`src/rtl/jdc_pkg.sv`:
```
package jdc_pkg;
   localparam int unsigned JDC_DEF_STAGES = 5;

   typedef enum logic [1:0] {
      RING_HOLD   = 2'd0,
      RING_SHIFT  = 2'd1,
      RING_REPAIR = 2'd2
   } ring_act_e;
endpackage

```
`src/rtl/jdc_ring.sv`:
```
module jdc_ring
   import jdc_pkg::*;
#(
   parameter int unsigned STAGES = JDC_DEF_STAGES
) (
   input  logic              clk,
   input  logic              rst_i,
   input  logic              adv_en,
   output logic [STAGES-1:0] ring_q,
   output logic              legal_o
);
   localparam int unsigned NPAIR = STAGES - 1;
   localparam int unsigned CW    = $clog2(STAGES + 1);

   if (STAGES < 2) begin : g_bad_stages
      $error("jdc_ring: STAGES must be at least 2");
   end

   logic [NPAIR-1:0]  pair_diff;
   logic [CW-1:0]     diff_cnt;
   logic [STAGES-1:0] ring_d;
   ring_act_e         act;

   for (genvar i = 0; i < NPAIR; i++) begin : g_pair
      assign pair_diff[i] = ring_q[i] ^ ring_q[i+1];
   end

   always_comb begin
      diff_cnt = '0;
      for (int i = 0; i < NPAIR; i++) begin
         diff_cnt = diff_cnt + CW'(pair_diff[i]);
      end
   end

   assign legal_o = (diff_cnt <= CW'(1));

   always_comb begin
      if (!adv_en)       act = RING_HOLD;
      else if (!legal_o) act = RING_REPAIR;
      else               act = RING_SHIFT;
   end

   always_comb begin
      unique case (act)
         RING_SHIFT:  ring_d = {ring_q[STAGES-2:0], ~ring_q[STAGES-1]};
         RING_REPAIR: ring_d = '0;
         default:     ring_d = ring_q;
      endcase
   end

   always_ff @(posedge clk or posedge rst_i) begin
      if (rst_i) ring_q <= '0;
      else       ring_q <= ring_d;
   end


   hold_state_chk: assert property (@(posedge clk) disable iff (rst_i)
      !adv_en |=> $stable(ring_q));


   repair_chk: assert property (@(posedge clk) disable iff (rst_i)
      (adv_en && !legal_o) |=> (ring_q == '0));
endmodule

```
`src/rtl/jdc_decode.sv`:
```
module jdc_decode #(
   parameter int unsigned STAGES = 5
) (
   input  logic [STAGES-1:0]   ring_i,
   output logic [2*STAGES-1:0] dec_o,
   output logic                carry_o
);
   localparam int unsigned TOP = STAGES - 1;

   if (STAGES < 2) begin : g_bad_stages
      $error("jdc_decode: STAGES must be at least 2");
   end

   assign dec_o[0]      = ~ring_i[0] & ~ring_i[TOP];
   assign dec_o[STAGES] =  ring_i[0] &  ring_i[TOP];

   for (genvar k = 1; k < STAGES; k++) begin : g_line
      assign dec_o[k]        =  ring_i[k-1] & ~ring_i[k];
      assign dec_o[STAGES+k] = ~ring_i[k-1] &  ring_i[k];
   end

   assign carry_o = ~ring_i[TOP];
endmodule

```
`src/rtl/johnson_decade_counter.sv`:
```
module johnson_decade_counter
   import jdc_pkg::*;
#(
   parameter int unsigned STAGES = JDC_DEF_STAGES
) (
   input  logic                clk,
   input  logic                rst_i,
   input  logic                cnt_en_n,
   output logic [2*STAGES-1:0] dec_o,
   output logic                carry_o
);
   localparam int unsigned OUTS = 2 * STAGES;
   localparam int unsigned HALF = STAGES;

   if (STAGES < 2) begin : g_bad_stages
      $error("johnson_decade_counter: STAGES must be at least 2");
   end

   logic [STAGES-1:0] ring;
   logic              legal;

   jdc_ring #(.STAGES(STAGES)) u_ring (
      .clk     (clk),
      .rst_i   (rst_i),
      .adv_en  (~cnt_en_n),
      .ring_q  (ring),
      .legal_o (legal)
   );

   jdc_decode #(.STAGES(STAGES)) u_dec (
      .ring_i  (ring),
      .dec_o   (dec_o),
      .carry_o (carry_o)
   );


   onehot_chk: assert property (@(posedge clk) disable iff (rst_i)
      legal |-> $onehot(dec_o));


   rotate_chk: assert property (@(posedge clk) disable iff (rst_i)
      (!cnt_en_n && legal) |=>
         (dec_o == {$past(dec_o[OUTS-2:0]), $past(dec_o[OUTS-1])}));


   carry_half_chk: assert property (@(posedge clk) disable iff (rst_i)
      legal |-> (carry_o == (|dec_o[HALF-1:0])));


   carry_rise_chk: assert property (@(posedge clk) disable iff (rst_i)
      (legal && $rose(carry_o)) |-> dec_o[0]);


   reset_state_chk: assert property (@(posedge clk)
      (rst_i && legal) |-> (dec_o == OUTS'(1) && carry_o));
endmodule

```
`config.mk`:
```
export PLATFORM = sky130hd
export DESIGN_NAME = johnson_decade_counter
export DESIGN_NICKNAME = d
export VERILOG_FILES = /design/src/rtl/jdc_pkg.sv /design/src/rtl/jdc_ring.sv /design/src/rtl/jdc_decode.sv /design/src/rtl/johnson_decade_counter.sv
export SDC_FILE = /design/constraint.sdc
export NUM_CORES = 1
export LEC_CHECK = 0
export BUFFER_PORTS_ARGS = -buffer_cell sky130_fd_sc_hd__buf_2
export CAP_MARGIN = 30
export CORE_AREA = 5 5 42 44
export CTS_BUF_LIST = sky130_fd_sc_hd__clkbuf_16
export CTS_CLUSTER_SIZE = 28
export DETAILED_ROUTE_END_ITERATION = 10
export DIE_AREA = 0 0 47 49
export SLEW_MARGIN = 20
export SYNTH_ARGS = -nofsm -noshare
export SYNTH_HDL_FRONTEND = slang
export SYNTH_SLANG_ARGS = --single-unit
```
`constraint.sdc`:
```
create_clock -name clk -period 1.9 [get_ports clk]
set_input_delay 0.19 -clock clk [delete_from_list [all_inputs] [get_ports clk]]
set_output_delay 0.19 -clock clk [all_outputs]
set_load 0.005 [all_outputs]
```
==> results of run 1 <==
==> cells by family (layout without fill, tap and decap cells) <==
family,Yosys count,in the layout,synth area share [%]
flip-flops,5,5,34.2
adder cells (fa/ha/maj),9,9,32.9
AND/OR/NAND/NOR,7,7,7.19
AO/OA/AOI/OAI,6,6,14.0
buffers and inverters,7,24,9.25
XOR/XNOR,1,1,2.40
==> cells in the final DEF, fill, tap and decap left out, drive strengths merged <==
cell	netlist	final
fa	1	1
buf	1	13
xnor2	1	1
inv	6	7
clkbuf	0	3
nand2	5	5
nor2	2	2
dfrtp	5	5
o31ai	5	5
ha	8	8
dlygate4sd3	0	1
o21ai	1	1
==> worst min path at each step <==
stage / cells after the start / endpoint
floorplan: 1 / u_ring.ring_q[0]
global placement: 2 / u_ring.ring_q[1]
detailed placement: 2 / u_ring.ring_q[0]
CTS: 2 / u_ring.ring_q[1]
global route: 2 / u_ring.ring_q[1]
finish: 2 / u_ring.ring_q[1]
==> layout make-up <==
type	count	share of cell area, %
Clock buffer	3	14.2
Clock inverter	1	0.711
Multi-Input combinational cell	23	39.1
Timing Repair Buffer	14	14.2
Tap cell	16	3.79
Sequential cell	5	23.7
Inverter	6	4.27
==> through the flow <==
| stage | setup WS [ps] | cells | hold WS, ps |
|---|---|---|---|
| 2_1_floorplan | 413 | 35 | -31.5 |
| 3_3_place_gp | 281 | 63 | 99.1 |
| 3_5_place_dp | 281 | 63 | 99.4 |
| 4_1_cts | 268 | 68 | 280 |
| 5_1_grt | 159 | 68 | 308 |
| 6_report | 292 | 68 | 281 |
==> routing by layer <==
metal  up-vias  GRT usage (%)
met5         -              0
met4         0           5.53
met3         2           5.17
met2        11           12.2
met1       124           10.9
li1        145              -
==> report_power, final <==
part,internal (mW),switching (mW)
Clock,0.272,0.0676
Sequential,0.157,0.0703
Combinational,0.204,0.259
==> what timing repair did <==
action,4_1_cts,5_1_grt
hold endpoints to repair,5,0
buffers inserted,0,0
gates resized for setup,0,0
hold buffers,1,0
==> summary.txt, run 1 <==
Pwr
  • Maximum VDD drop: slightly below 0.0009 V
  • Cell Pwr Density: between 1500 and 2000 mW/mm^2
  • Leak Pwr: 0.279 nW
  • Total Power: 1.03 mW

STA
  • Final Hold Vio Count: 0
  • Period utilization: between 80% and 90%
  • Slew HR: around four fifths
  • Endpoints failing setup: 0
  • Max-slew violations: 0
  • Period minus WS final: between 1500 and 2000 ps
  • Clock skew: 2.57 ps
  • TNS Setup: 0 ps
  • Slew at the pin closest to its max-slew limit: between 200 and 300 ps
  • RSZ-0062 raised after global routing: no
  • F_max: 622 MHz

Synthesis
  • Yosys cell types: 12
  • Synth cell count leaders: ha_1, dfrtp_1, inv_1, nand2_1, o31ai_1
  • Cell taking the most area after synthesis: dfrtp_1
  • EDFF count, synth: 0
  • Cell with the most instances after synthesis: ha_1
  • Avg Cell Area, Syn: about 10 sq um
  • Register area share after synthesis: around 34%
  • YS warnings: 0
  • Ys async rst share: 100%
  • Synth Net Count: 47
  • Yosys reg bits: 5
  • Area of the mapped netlist: around 370 sq um
  • Top-area cell type share of the netlist area: between 30 and 40%
  • Predominant post-synthesis flop cell: dfrtp_1
  • Synth Instances: 35
  • Largest cells by area after synthesis: dfrtp_1, ha_1, o31ai_1, fa_1, inv_1

Placed design
  • Port bufs: 13
  • DP HPWL: between 600 and 700 microns
  • Routability cong.: between 0.7 and 0.8
  • Placed Area: around 440 sq um

Critical path
  • CP Depth: 5
  • Critical Path AT: roughly 1700 ps
  • Slowest cell on crit path: fa_1
  • Max Fanout on Critical Path: 5
  • CP Launch Point: u_ring.ring_q[3]
  • RR Startpoint: u_ring.ring_q[3]
  • CP Capture Type: register
  • CP Launch Type: register
  • CP Class: register to register
  • FF-to-FF path depth: 5
  • Critical path's top delay family: adder cells
  • Crit path capture: u_ring.ring_q[2]
  • Critical path cell sequence: inv_1 -> ha_1 -> fa_1 -> o21ai_2 -> o31ai_1
  • Critical Path RT: 2000 ps
  • Crit path buf inv count: 1
  • R2R Setup Slk: roughly 300 ps
  • Slowest stage delay, CP: approximately 430 ps
  • RR Endpoint: u_ring.ring_q[2]

Min path
  • Worst hold path type: primary input to register
  • Worst Hold Launch: cnt_en_n

Final layout
  • Final Core Density: between 30% and 40%
  • Layout cells sized above 1: a little over a third
  • Largest registers: u_ring.ring_q x5
  • Final-layout fill cell count: between 100 and 150
  • # diodes: 0
  • Synthesis-to-layout area growth: 44.5%
  • FF+latch area: around 130 sq um
  • Post-route cell area: between 500 and 600 sq um
  • Max FFs per register: 5
  • Area of the multi-input gates: roughly 210 sq um
  • Most flop-heavy register: u_ring.ring_q
  • NumNets Final: 65

Global route
  • GRT Util Overall: approximately 9.1%
  • Antenna violations before repair: 0
  • Gr ovfl total: 0
  • Vias in the first global route: 310
  • First-pass GRT wire length: ~1400 microns
  • Largest net degree at the start of global routing: 11

Route
  • DR top layer: met4
  • 1st-pass router iterations: 2
  • Vias per inst: approximately 4.1
  • Via count: roughly 280
  • WL met1: ~360 microns
  • Initial drt markers: 3
  • Met3 WL: just over 80 microns
  • WL met2: around 350 microns
  • Routed wire per std cell: 11.7 microns
  • Remaining DRCs: 0
  • DRT antenna net count: 0
  • Final wirelength: about 800 microns

Clocking
  • CTS tree: built
  • Clk_lat worst skew: 230 ps
  • # H-tree levels: 1
  • CTS Buf Count: 3
  • Clk Tree Root Cell: clkbuf_16
  • Clock Tree Buf Depth: 2
  • Worst-path clk slew: roughly 30 ps
  • TritonCTS Sinks: 5

Outcome
  • Outcome: finished clean

Floorplan
  • IO Count: 14
  • Die H: approximately 49 microns
  • FP Rows: 14
  • Core area: between 0.001 and 0.0015 sq mm
  • Die width: approximately 47 microns
  • Starting density of the core: about a quarter
  • Die Area: ~0.0023 sq mm

Flow run
  • Max-cap viol count: 0
Power figures use the tool's default switching activity.
==> run 2: changes to the inputs <==
ABC_AREA = 1   (was not set)
clock period = 1.3 ns   (was 1.9 ns; I/O delays follow)
==> summary.txt, run 2 <==
Outcome
  • Outcome: finished, violations left
  • Violated checks: setup timing

Clocking
  • Clk Tree Root Cell: clkbuf_16
  • TritonCTS Sinks: 5
  • Clk_lat worst skew: about 230 ps
  • CTS Buf Count: 3
  • # H-tree levels: 1
  • Worst-path clk slew: roughly 40 ps
  • Clock Tree Buf Depth: 2
  • CTS tree: built

Synthesis
  • Cell with the most instances after synthesis: nand2_1
  • Synth Net Count: 60
  • Yosys cell types: 12
  • EDFF count, synth: 0
  • Area of the mapped netlist: 397 sq um
  • Predominant post-synthesis flop cell: dfrtp_1
  • Ys async rst share: 100%
  • Largest cells by area after synthesis: dfrtp_1, ha_1, nand2_1, inv_1, nand3_1
  • Synth Instances: between 40 and 50
  • Cell taking the most area after synthesis: dfrtp_1
  • YS warnings: 0
  • Register area share after synthesis: 31.5%
  • Top-area cell type share of the netlist area: roughly a third
  • Synth cell count leaders: nand2_1, ha_1, inv_1
  • Avg Cell Area, Syn: ~8.3 sq um
  • Yosys reg bits: 5

Route
  • Final wirelength: roughly 840 microns
  • 1st-pass router iterations: 4
  • Initial drt markers: 4
  • Routed wire per std cell: roughly 9.4 microns
  • DRT antenna net count: 0
  • Via count: 372
  • Remaining DRCs: 0
  • Vias per inst: 4.18

STA
  • Clock skew: roughly 2.5 ps
  • Slew HR: between 80 and 90%
  • F_max: about 740 MHz
  • Fin Hold WS: ~220 ps
  • Period utilization: 104%
  • Endpoints failing setup: 6
  • Max-slew violations: 0
  • Final Hold Vio Count: 0
  • RSZ-0062 raised after global routing: yes
  • Setup slack after layout: -52.9 ps
  • Period minus WS final: between 1000 and 1500 ps
  • Slew at the pin closest to its max-slew limit: 218 ps
  • TNS Setup: -274 ps

Global route
  • Gr ovfl total: 0
  • Vias in the first global route: approximately 380
  • M2 GR Usage: 14.3%
  • Antenna violations before repair: 0
  • First-pass GRT wire length: 1520 microns
  • GRT met1 Usage: a little over a tenth
  • Largest net degree at the start of global routing: 11
  • Most Crowded Layer GR: met2
  • Met3 GRT Util: 1.11%
  • GRT Util Overall: under 10%

Final layout
  • Max FFs per register: 5
  • Layout cells sized above 1: between 40% and 50%
  • Synthesis-to-layout area growth: 63.4%
  • Leading cell type in the layout, fill and taps excluded: buf_2
  • Final-layout fill cell count: 147
  • Area of the multi-input gates: about 250 sq um
  • Post-route cell area: approximately 650 sq um
  • Largest registers: u_ring.ring_q x5
  • FF+latch area: about 130 sq um
  • NumNets Final: between 80 and 90
  • Most flop-heavy register: u_ring.ring_q
  • # diodes: 0
  • Commonest non-fill, non-tap cells in the layout: buf_2, nand2_1, buf_4

Critical path
  • Critical Path RT: around 1400 ps
  • CP Class: register to register
  • CP Launch Type: register
  • Critical Path AT: around 1500 ps
  • CP Capture Type: register
  • Max Fanout on Critical Path: 5

Pwr
  • Clock power frac: approximately 29%
  • Cell Pwr Density: between 2000 and 3000 mW/mm^2
  • Register share of total power: between 10% and 20%
  • Sw Ratio: between 30% and 40%
  • Combinational power share: 53.1%
  • Pint: around 1.1 mW
  • Maximum VDD drop: slightly above 0.001 V
  • Sw Pwr: ~0.66 mW
  • Leak Pwr: ~0.37 nW
  • Total Power: about 1.8 mW

Placed design
  • Routability cong.: 0.831
  • DP HPWL: between 600 and 700 microns
  • Placed Area: ~550 sq um
  • Pre-CTS setup slack: -81.7 ps
  • Port bufs: 13

Floorplan
  • Starting density of the core: 28.3%
  • Core area: approximately 0.0014 sq mm
  • FP Rows: 14
  • Die width: ~47 microns
  • Die H: just under 50 microns
  • IO Count: 14
  • Die Area: 0.00230 sq mm

Min path
  • Worst hold path type: primary input to register

Flow run
  • Max-cap viol count: 0
## run 2: cell types whose count changed after synthesis, sizes merged
cell | before | now
nand2 | 5 | 12
inv | 6 | 9
o21ai | 1 | 0
nand3 | 0 | 5
o31ai | 5 | 0
nor2 | 2 | 6
## run 2: through the flow
stage,utilization (%),std cells
after detailed placement,39.3,83
after floorplan,-,48
after CTS,45.7,88
final,46.3,89
after global routing,46.3,89
after global placement,39.3,83
## run 2: path summary, 6_finish.rpt
kind | from | endpoint | slack, ps | depth (start not counted)
worst min-delay path | cnt_en_n | u_ring.ring_q[2] | 220 | 3
worst max register to register | u_ring.ring_q[3] | u_ring.ring_q[0] | -50 | 4
worst max-delay path | u_ring.ring_q[3] | u_ring.ring_q[0] | -50 | 4
max in group asynchronous | rst_i | u_ring.ring_q[3] | 770 | 3
worst min register to register | u_ring.ring_q[1] | u_ring.ring_q[1] | 550 | 2
min in group asynchronous | rst_i | u_ring.ring_q[1] | 340 | 3
## run 2: layer usage
layer | vias to the layer above | wire [microns]
met3 | 3 | 62
li1 | 193 | -
met5 | - | 0
met2 | 11 | 393
met1 | 165 | 360
met4 | 0 | 23
## run 2: final cells by class
class,count,area share (%)
timing repair buffer,22,20.8
sequential,5,19.5
multi-input combinational,33,39.2
inverter,9,5.21
tap,16,3.09
clock buffer,3,11.6
clock inverter,1,0.579
## run 2: kinds of logic after synthesis
kind of cell	Yosys count	synth area share [%]
xor gates and xnor gates	1	2.21
DFF	5	31.5
and+or+nand+nor	23	24.6
adders and majority gates	9	30.3
buffers and inverters	10	11.4
## run 2: worst max-delay path, cell delays in order (launching register included)
cell and delay [ps]:
dfrtp_2 430, ha_4 250, fa_2 420, nand3_1 90, nand2_1 50
## run 2: power by group through the flow
stage | Sequential [mW] | Clock, mW | Combinational (mW)
2_1_floorplan | 0.332 | 0 | 0.559
3_3_place_gp | 0.325 | 0 | 0.923
3_5_place_dp | 0.324 | 0 | 0.943
4_1_cts | 0.326 | 0.507 | 0.953
5_1_grt | 0.334 | 0.521 | 1.12
6_report | 0.323 | 0.509 | 0.943
## run 2: what timing repair did
action                                  CTS  global route
endpoints found under the setup margin    6             5
gates resized for setup                   1             0
gates cloned                              0             0
buffers inserted                          0             1
hold buffers                              1             0
endpoints found under the hold margin     5             0
